### src/rtl/simd_pkg.sv
package simd_pkg;
  typedef enum logic [3:0] {
    K_ADD   = 4'd0,
    K_MIN   = 4'd1,
    K_MAX   = 4'd2,
    K_CMPEQ = 4'd3,
    K_CMPLT = 4'd4,
    K_SHUF  = 4'd5,
    K_PACK  = 4'd6,
    K_DOTP  = 4'd7,
    K_SDOTP = 4'd8
  } kind_e;
endpackage

### src/rtl/simd_lane.sv
module simd_lane
  import simd_pkg::*;
#(
  parameter int W = 8
) (
  input  logic [W-1:0] a_i,
  input  logic [W-1:0] b_i,
  input  logic         sgn_i,
  input  kind_e        kind_i,
  output logic [W-1:0] res_o
);
  logic signed [W:0] a_x, b_x;
  logic lt, eq;

  assign a_x = {sgn_i & a_i[W-1], a_i};
  assign b_x = {sgn_i & b_i[W-1], b_i};
  assign lt  = a_x < b_x;
  assign eq  = a_i == b_i;

  always_comb begin
    case (kind_i)
      K_ADD:   res_o = a_i + b_i;
      K_MIN:   res_o = lt ? a_i : b_i;
      K_MAX:   res_o = lt ? b_i : a_i;
      K_CMPEQ: res_o = {W{eq}};
      K_CMPLT: res_o = {W{lt}};
      default: res_o = '0;
    endcase
  end
endmodule

### src/rtl/simd_dotp.sv
module simd_dotp #(
  parameter int W  = 8,
  parameter int N  = 4,
  parameter int DW = 32
) (
  input  logic [DW-1:0] a_i,
  input  logic [DW-1:0] b_i,
  input  logic [DW-1:0] c_i,
  input  logic          sgn_i,
  input  logic          acc_i,
  output logic [DW-1:0] res_o
);
  localparam int PW = 2 * W + 2;

  logic signed [PW-1:0] prod [N];

  for (genvar g = 0; g < N; g++) begin : g_mul
    logic signed [W:0] ax, bx;
    assign ax = {sgn_i & a_i[g*W+W-1], a_i[g*W +: W]};
    assign bx = {sgn_i & b_i[g*W+W-1], b_i[g*W +: W]};
    assign prod[g] = ax * bx;
  end

  always_comb begin
    res_o = acc_i ? c_i : '0;
    for (int i = 0; i < N; i++) res_o = res_o + DW'(prod[i]);
  end
endmodule

### src/rtl/simd_perm.sv
module simd_perm #(
  parameter int W  = 8,
  parameter int N  = 4,
  parameter int DW = 32
) (
  input  logic [DW-1:0] a_i,
  input  logic [DW-1:0] b_i,
  input  logic          pack_i,
  output logic [DW-1:0] res_o
);
  always_comb begin
    res_o = '0;
    for (int i = 0; i < N; i++) begin
      int src;
      if (pack_i) begin
        src = (i < N / 2) ? 2 * i : 2 * i - N;
        res_o[i*W +: W] = (i < N / 2) ? a_i[src*W +: W] : b_i[src*W +: W];
      end else begin
        src = int'(b_i[i*W +: W]) % N;
        res_o[i*W +: W] = a_i[src*W +: W];
      end
    end
  end
endmodule

### src/rtl/simd_alu.sv
module simd_alu
  import simd_pkg::*;
#(
  parameter int DATA_W = 32
) (
  input  logic              clk_i,
  input  logic              rst_ni,
  input  logic              valid_i,
  input  logic [4:0]        op_i,
  input  logic              size_i,
  input  logic              repl_i,
  input  logic [DATA_W-1:0] a_i,
  input  logic [DATA_W-1:0] b_i,
  input  logic [DATA_W-1:0] c_i,
  output logic              valid_o,
  output logic [DATA_W-1:0] result_o
);
  localparam int N8  = DATA_W / 8;
  localparam int N16 = DATA_W / 16;

  kind_e kind;
  logic  sgn, acc, pack;
  logic [DATA_W-1:0] b8, b16;
  logic [DATA_W-1:0] lane8, lane16, dot8, dot16, perm8, perm16;
  logic [DATA_W-1:0] res_d;

  assign kind = kind_e'(op_i[3:0]);
  assign sgn  = op_i[4];
  assign acc  = kind == K_SDOTP;
  assign pack = kind == K_PACK;

  assign b8  = repl_i ? {N8{b_i[7:0]}}   : b_i;
  assign b16 = repl_i ? {N16{b_i[15:0]}} : b_i;

  for (genvar g = 0; g < N8; g++) begin : g_l8
    simd_lane #(.W(8)) u_lane (
      .a_i(a_i[g*8 +: 8]), .b_i(b8[g*8 +: 8]), .sgn_i(sgn), .kind_i(kind),
      .res_o(lane8[g*8 +: 8])
    );
  end

  for (genvar g = 0; g < N16; g++) begin : g_l16
    simd_lane #(.W(16)) u_lane (
      .a_i(a_i[g*16 +: 16]), .b_i(b16[g*16 +: 16]), .sgn_i(sgn), .kind_i(kind),
      .res_o(lane16[g*16 +: 16])
    );
  end

  simd_dotp #(.W(8), .N(N8), .DW(DATA_W)) u_dot8 (
    .a_i(a_i), .b_i(b8), .c_i(c_i), .sgn_i(sgn), .acc_i(acc), .res_o(dot8)
  );
  simd_dotp #(.W(16), .N(N16), .DW(DATA_W)) u_dot16 (
    .a_i(a_i), .b_i(b16), .c_i(c_i), .sgn_i(sgn), .acc_i(acc), .res_o(dot16)
  );
  simd_perm #(.W(8), .N(N8), .DW(DATA_W)) u_perm8 (
    .a_i(a_i), .b_i(b8), .pack_i(pack), .res_o(perm8)
  );
  simd_perm #(.W(16), .N(N16), .DW(DATA_W)) u_perm16 (
    .a_i(a_i), .b_i(b16), .pack_i(pack), .res_o(perm16)
  );

  always_comb begin
    case (kind)
      K_ADD, K_MIN, K_MAX, K_CMPEQ, K_CMPLT: res_d = size_i ? lane16 : lane8;
      K_SHUF, K_PACK:                        res_d = size_i ? perm16 : perm8;
      K_DOTP, K_SDOTP:                       res_d = size_i ? dot16  : dot8;
      default:                               res_d = '0;
    endcase
  end

  always_ff @(posedge clk_i or negedge rst_ni) begin
    if (!rst_ni) begin
      valid_o  <= 1'b0;
      result_o <= '0;
    end else begin
      valid_o <= valid_i;
      if (valid_i) result_o <= res_d;
    end
  end
endmodule

### config.mk
export PLATFORM = sky130hd
export DESIGN_NAME = simd_alu
export DESIGN_NICKNAME = d
export VERILOG_FILES = /design/src/rtl/simd_pkg.sv /design/src/rtl/simd_lane.sv /design/src/rtl/simd_dotp.sv /design/src/rtl/simd_perm.sv /design/src/rtl/simd_alu.sv
export SDC_FILE = /design/constraint.sdc
export NUM_CORES = 2
export LEC_CHECK = 0
export BUFFER_PORTS_ARGS = -buffer_cell sky130_fd_sc_hd__buf_2
export CAP_MARGIN = 20
export CELL_PAD_IN_SITES_DETAIL_PLACEMENT = 0
export CELL_PAD_IN_SITES_GLOBAL_PLACEMENT = 2
export CORE_MARGIN = 5
export CORE_UTILIZATION = 42
export DETAILED_ROUTE_END_ITERATION = 8
export GPL_TIMING_DRIVEN = 1
export PLACE_DENSITY = 0.82
export SLEW_MARGIN = 10
export SYNTH_ARGS = -nofsm -noshare
export SYNTH_HDL_FRONTEND = slang
export SYNTH_SLANG_ARGS = --single-unit
### constraint.sdc
create_clock -name clk_i -period 1.85 [get_ports clk_i]
set_clock_uncertainty 0.2 [all_clocks]
set_input_delay 0.555 -clock clk_i [delete_from_list [all_inputs] [get_ports clk_i]]
set_output_delay 0.555 -clock clk_i [all_outputs]
set_load 0.03 [all_outputs]
* Yosys cells after proc, flatten, opt, wreduce, memory -nomap -nowiden
Cells that the tools add are included.
Word-level totals: RAM bits 0, output and inout bits 33, word-level logic and storage cells 91, memories 0, bits in latches 0, register bits after elaboration 33, ROM bits 0
Operators by class: shift-type cells 6, add/sub/neg operators 12, equal/unequal tests 14, reductions and logical operators 4, bitwise operators 10, mux-type cells 31, div/mod/pow operators 0, $lt $le $gt $ge 6, multiply operators 6
Operators with widths (number):
- adder 32 bit | 6
- 2-to-1 mux 32 bit | 6
- one-hot mux 16 bit (5 select lines) | 2
- one-hot mux 8 bit (5 select lines) | 4
- indexed part select 32 x 6 -> 8 bit | 4
- 2-to-1 mux 16 bit | 6
- 2-to-1 mux 8 bit | 12
- one-hot mux 32 bit (3 select lines) | 1
- multiplier 9 x 9 -> 18 bit | 4
- multiplier 17 x 17 -> 32 bit | 2
- indexed part select 32 x 6 -> 16 bit | 2
- less-than comparator 9 bit | 4
- less-than comparator 17 bit | 2
- adder 16 bit | 2
- adder 8 bit | 4
- equality test 16 bit | 2
- equality test 8 bit | 4
- equality test 4 x 3 -> 1 bit, second input constant | 4
- bitwise AND 1 bit | 10
- equality test 4 x 2 -> 1 bit, second input constant | 2
- OR reduction 5 bit | 1
- equality test 4 x 1 -> 1 bit, second input constant | 1
- equality test 4 bit, second input constant | 1
- zero test 4 bit | 1
- OR reduction 2 bit | 2

* Logic depth before layout (Yosys ltp)
word-level depth 9, gate-level depth with buffers 46

* By module
Synthesis repeated with hierarchy kept, for this count alone.
Second synthesis, totals: cell total of the unflattened synthesis 5792, area, all modules 50110.6 µm²
Modules (own cells, without submodules):
- simd_dotp (u_dot16) | area an instance 22998.3 µm², cells an instance 2501, instances 1, sequential area each 0.0 µm²
- simd_dotp (u_dot8) | area an instance 15459.8 µm², cells an instance 1776, instances 1, sequential area each 0.0 µm²
- simd_alu | area an instance 3313.2 µm², cells an instance 411, instances 1, sequential area each 825.8 µm²
- simd_lane (g_l8[0].u_lane ...) | area an instance 882.1 µm², cells an instance 114, instances 2, sequential area each 0.0 µm²
- simd_lane (g_l8[1].u_lane ...) | area an instance 877.1 µm², cells an instance 114, instances 2, sequential area each 0.0 µm²
- simd_lane (g_l16[1].u_lane) | area an instance 1544.0 µm², cells an instance 214, instances 1, sequential area each 0.0 µm²
- simd_lane (g_l16[0].u_lane) | area an instance 1508.9 µm², cells an instance 206, instances 1, sequential area each 0.0 µm²
- simd_perm (u_perm8) | area an instance 1201.2 µm², cells an instance 156, instances 1, sequential area each 0.0 µm²
- simd_perm (u_perm16) | area an instance 566.8 µm², cells an instance 72, instances 1, sequential area each 0.0 µm²

* Least setup slack after synthesis
No wires, ideal clock.
path kind input to register, from input repl_i, to register result_o[30], slack -8.528 ns, setup time 0.131 ns, stages on the path 40, arrival 10.047 ns, path through buf_2 -> buf_2 -> buf_1 -> nand2_1 -> o21ai_1 -> clkbuf_1 -> ha_1 -> inv_1 -> fa_1 -> fa_1 -> inv_1 -> fa_1 -> fa_1 -> inv_1 -> fa_1 -> inv_1 -> ha_1 -> o21ai_0 -> [... 4 more ...] -> a21oi_1 -> a2bb2oi_1 -> a21oi_1 -> xnor2_1 -> fa_1 -> fa_1 -> xor2_1 -> ha_1 -> ha_1 -> nand4_1 -> inv_1 -> a221oi_1 -> a21oi_1 -> o221ai_1 -> o21ai_0 -> nor4bb_1 -> nor3_1 -> o22ai_1
Between the ends: cells in the longest elaborated chain, start to end 8, elaborated cells on any way between the ends 34, classes of those cells add/sub (6); mul (4); order compare (2); eq/ne (2); shift (2); mux (14); bitwise (4)
Ends and longest elaborated chain:
- from (decl) | RTL line simd_alu.sv:11 | input logic repl_i,
- 2-to-1 mux 32 bit | RTL line simd_alu.sv:32 | assign b8 = repl_i ? {N8{b_i[7:0]}} : b_i;
- bitwise AND 1 bit | RTL line simd_dotp.sv:20 | assign bx = {sgn_i & b_i[g*W+W-1], b_i[g*W +: W]};
- multiplier 9 x 9 -> 18 bit | RTL line simd_dotp.sv:21 | assign prod[g] = ax * bx;
- adder 32 bit (3 in series) | RTL line simd_dotp.sv:26 | for (int i = 0; i < N; i++) res_o = res_o + DW'(prod[i]);
- 2-to-1 mux 32 bit | RTL line simd_alu.sv:66 | K_DOTP, K_SDOTP: res_d = size_i ? dot16 : dot8;
- one-hot mux 32 bit (3 select lines) * | RTL line simd_alu.sv:63 | case (kind)
- to (signal assigned) | RTL line simd_alu.sv:77 | if (valid_i) result_o <= res_d;
- to (decl) | RTL line simd_alu.sv:16 | output logic [DATA_W-1:0] result_o
Every way passes the cells marked *; elsewhere a longest branch is shown, timed or not. A chain may end at the register's enable or synchronous reset.

* Worst setup path after layout
from input repl_i, to register result_o[31]
The elaborated chain is that of the path after synthesis.

==> impl_metrics.prom <==
# TYPE chip_impl_metric gauge
chip_impl_info{name="status",value="finished, violations left"} 1
chip_impl_info{name="violated_checks",value="setup timing"} 1
chip_impl_metric{name="avgRoutedWirePerCell",unit="µm"} 25.4
chip_impl_metric{name="numPortBuffers",unit=""} 138
chip_impl_info{name="hp-class",value="flop to flop"} 1
chip_impl_info{name="rsz0062_at_grt",value="true"} 1
chip_impl_metric{name="cts_max_level",unit=""} 2
chip_impl_metric{name="drv_cap",unit=""} 0
chip_impl_metric{name="detailed_place_hpwl",unit="µm"} 175000
chip_impl_metric{name="postSynthCellCount",unit=""} 5169
chip_impl_metric{name="headroom_to_the_max_slew_limit",unit=""} 0.562
chip_impl_info{name="netlist_top_cells_area",value="fa_1 (44%), ha_1 (13%), inv_1 (10%)"} 1
chip_impl_metric{name="worst_hold_slack",unit="ns"} 0.302
chip_impl_info{name="critical_path.most_common_cell",value="a21oi_2"} 1
chip_impl_metric{name="die_area",unit="µm²"} 114000
chip_impl_metric{name="slew_viol_final",unit=""} 0
chip_impl_metric{name="setup_slack",unit="ns"} -7.47
chip_impl_metric{name="num-nets-final",unit=""} 7959
chip_impl_info{name="ys.flop_type",value="dfrtp_1"} 1
chip_impl_metric{name="cts_inserted_buffers",unit=""} 5
chip_impl_metric{name="final-hold-violation-count",unit=""} 0
chip_impl_metric{name="final.min_clock_period",unit="ns"} 9.32
chip_impl_metric{name="total_routing_usage_gr",unit=""} 0.351
chip_impl_metric{name="finalSetupViolCount",unit=""} 32
chip_impl_metric{name="clk_latency",unit="ns"} 0.32
chip_impl_metric{name="crit_fanout",unit=""} 7
chip_impl_metric{name="fraction_of_layout_instances_using_a_drive_strength_above_1",unit=""} 0.291
chip_impl_metric{name="grt_remaining_overflow",unit=""} 0
chip_impl_metric{name="place_ws",unit="ns"} -8.14
chip_impl_metric{name="synth-seq-cells",unit=""} 33
chip_impl_metric{name="drc",unit=""} 0
chip_impl_metric{name="grt_start_max_net_pins",unit=""} 34
chip_impl_metric{name="timing.final.crit_share",unit=""} 5.04
chip_impl_metric{name="gpl.final_weighted_congestion",unit=""} 1.06
chip_impl_metric{name="clock_sinks",unit=""} 33
chip_impl_metric{name="max_stage_delay",unit="ns"} 0.70
chip_impl_metric{name="routed_via_density",unit=""} 5.30
chip_impl_metric{name="wirelength_routed",unit="µm"} 198000
chip_impl_metric{name="synth_cell_type_count",unit=""} 92
chip_impl_metric{name="ctsLongestPathBuffers",unit=""} 2
chip_impl_metric{name="clkSlewWorstSetupHoldPaths",unit="ns"} 0.07
chip_impl_metric{name="floorplan.die.height",unit="µm"} 338
chip_impl_metric{name="area_delta_synth_final",unit="%"} 32.5
chip_impl_metric{name="max_clock_freq",unit="MHz"} 107
chip_impl_metric{name="detailedRoute.firstIterationViolations",unit=""} 3377
chip_impl_metric{name="die_width",unit="µm"} 338
chip_impl_info{name="ws_path_type",value="input pin to flop"} 1
chip_impl_info{name="cts_tree",value="done"} 1
chip_impl_info{name="netlist.top_cell.by_area",value="fa_1"} 1
chip_impl_info{name="worstSetupEndpointType",value="flop"} 1
chip_impl_metric{name="grt_first_pass_wirelength",unit="µm"} 290000
chip_impl_metric{name="yosysSeqAreaShare",unit=""} 0.0183
chip_impl_info{name="cts-root-buf",value="clkbuf_16"} 1
chip_impl_metric{name="synth_enable_flop_cells",unit=""} 0
chip_impl_metric{name="critical_path_required",unit="ns"} 1.89
chip_impl_metric{name="critical_path_arrival",unit="ns"} 9.36
chip_impl_metric{name="ys.warnings.count",unit=""} 0
chip_impl_metric{name="ys_async_sr_fraction",unit=""} 1.00
chip_impl_metric{name="number_of_antenna_violations_at_the_first_check_in_global_routing",unit=""} 11
chip_impl_metric{name="yosysTopAreaCellShare",unit=""} 0.444
chip_impl_metric{name="std_cell_rows",unit=""} 120
chip_impl_info{name="critical_path.startpoint_type",value="input pin"} 1
chip_impl_metric{name="drtAntennaViolNets",unit=""} 0
chip_impl_metric{name="first_pass_iters",unit=""} 7
chip_impl_metric{name="fp.coreArea",unit="µm²"} 107000
chip_impl_metric{name="synth_cell_area",unit="µm²"} 45100
chip_impl_metric{name="synth_fp_nets",unit=""} 6760
chip_impl_metric{name="avgSynthCellArea",unit="µm²"} 8.73
chip_impl_metric{name="initial_utilization",unit=""} 0.422
chip_impl_metric{name="grt_pass1_vias",unit=""} 43539
chip_impl_metric{name="worst_pin_slew",unit="ns"} 0.639
chip_impl_metric{name="via_count",unit=""} 41194
chip_impl_info{name="crit_slowest_cell",value="fa_2"} 1
chip_impl_metric{name="pin_count",unit=""} 139
placed cells by master, fill, tap and decap left out, drive strengths merged, types with 31 or more instances in the layout:
cell type  instances
fa              1001
nand2b            36
a211oi            39
a31oi             37
a21oi            159
or2               48
inv             1262
ha               484
nand3             42
xnor2            152
xor2              53
and2             220
nor3              33
a221oi            37
a21o              31
buf             1390
nand2            563
o21a              35
dfrtp             33
nor2             245
o21ai            130
timing repair:
action                                 in CTS  in global routing
pin swaps                                 130                154
resized for setup                         236                204
setup endpoints to repair                  32                 32
gates cloned                                3                  0
hold buffers                                1                  0
setup buffers                              33                 30
endpoints found under the hold margin       9                  0
path summary, 6_finish.rpt:
path / startpoint / endpoint / slack [ns] / cells past startpoint
worst min register to register: result_o[6]$_DFFE_PN0P_ / result_o[6]$_DFFE_PN0P_ / 0.30 / 1
worst max-delay path: repl_i / result_o[31]$_DFFE_PN0P_ / -7.47 / 43
worst max register to register: result_o[31]$_DFFE_PN0P_ / result_o[31]$_DFFE_PN0P_ / -0.23 / 7
worst min-delay path: result_o[6]$_DFFE_PN0P_ / result_o[6]$_DFFE_PN0P_ / 0.30 / 1
max in group asynchronous: rst_ni / result_o[10]$_DFFE_PN0P_ / 0.63 / 3
min in group asynchronous: rst_ni / result_o[29]$_DFFE_PN0P_ / 0.50 / 3
area by class of cell:
cell class	count	area (µm²)
Timing Repair Buffer	1394	11100
Antenna cell	1	2.50
Inverter	1271	4810
Fill cell	9889	47100
Tap cell	1403	1760
Multi-Input combinational cell	3663	41200
Sequential cell	33	826
Clock buffer	7	143
critical path: cells and delay by family:
kind | cells | cell delay [ns]
AO/OA/AOI/OAI | 16 | 2.35
XOR/XNOR | 3 | 0.57
adder cells (fa/ha/maj) | 11 | 4.23
AND/OR/NAND/NOR | 5 | 0.74
buffers and inverters | 8 | 0.85
synth_stat cells (7+ instances only):
cell and number:
mux2i_1 23, a21oi_1 157, clkinv_1 11, o21a_1 35
nand2b_1 36, a22oi_1 21, nor3_1 33, or3_1 8
o21bai_1 19, dfrtp_1 33, o221ai_1 17, ha_1 484
clkbuf_1 167, a21boi_0 8, o21ai_0 115, and3_1 18
a221o_1 13, a31oi_1 36, buf_1 19, a221oi_1 37
a22o_1 7, nor2_1 241, nand4_1 8, o22ai_1 18
buf_2 16, a211oi_1 38, nor2b_1 24, xor2_1 53
o211ai_1 21, or2_2 46, nand2_1 563, and2_1 219
o21ai_1 13, a21o_1 31, nand3_1 42, a211o_1 10
inv_1 1258, fa_1 1001, xnor2_1 152, mux2_2 12
stage by stage:
stage	area (µm²)	setup TNS, ns	std cells	utilization
after floorplan	46100	-191.87	5169	-
after global placement	57200	-223.04	7721	0.535
after detailed placement	57200	-224.55	7721	0.535
after CTS	58900	-202.17	7759	0.551
after global routing	59800	-209.38	7771	0.559
final	59800	-202.27	7772	0.559
kinds of logic after synthesis:
kind of cell,after synthesis,share of synthesized area
mux,41,0.0105
xor+xnor,205,0.0398
buf+inv,1473,0.123
fa+ha+maj,1485,0.578
flops,33,0.0183
compound gates,670,0.101
simple gates,1262,0.129
flip-flops by register name, indices dropped and copies added, names as in the netlist:
signal,count
result_o,32
valid_o,1
per-layer routing:
layer / vias to the layer above / share of wire / track usage
li1: 18252 / - / -
met1: 20842 / 0.40 / 0.464
met2: 1663 / 0.45 / 0.565
met3: 431 / 0.078 / 0.0635
met4: 6 / 0.065 / 0.159
met5: - / 0.00019 / 0
Power is left out: the tool's default activity adds up to more than one toggle a clock period on the data nets, which glitch-free logic cannot reach.
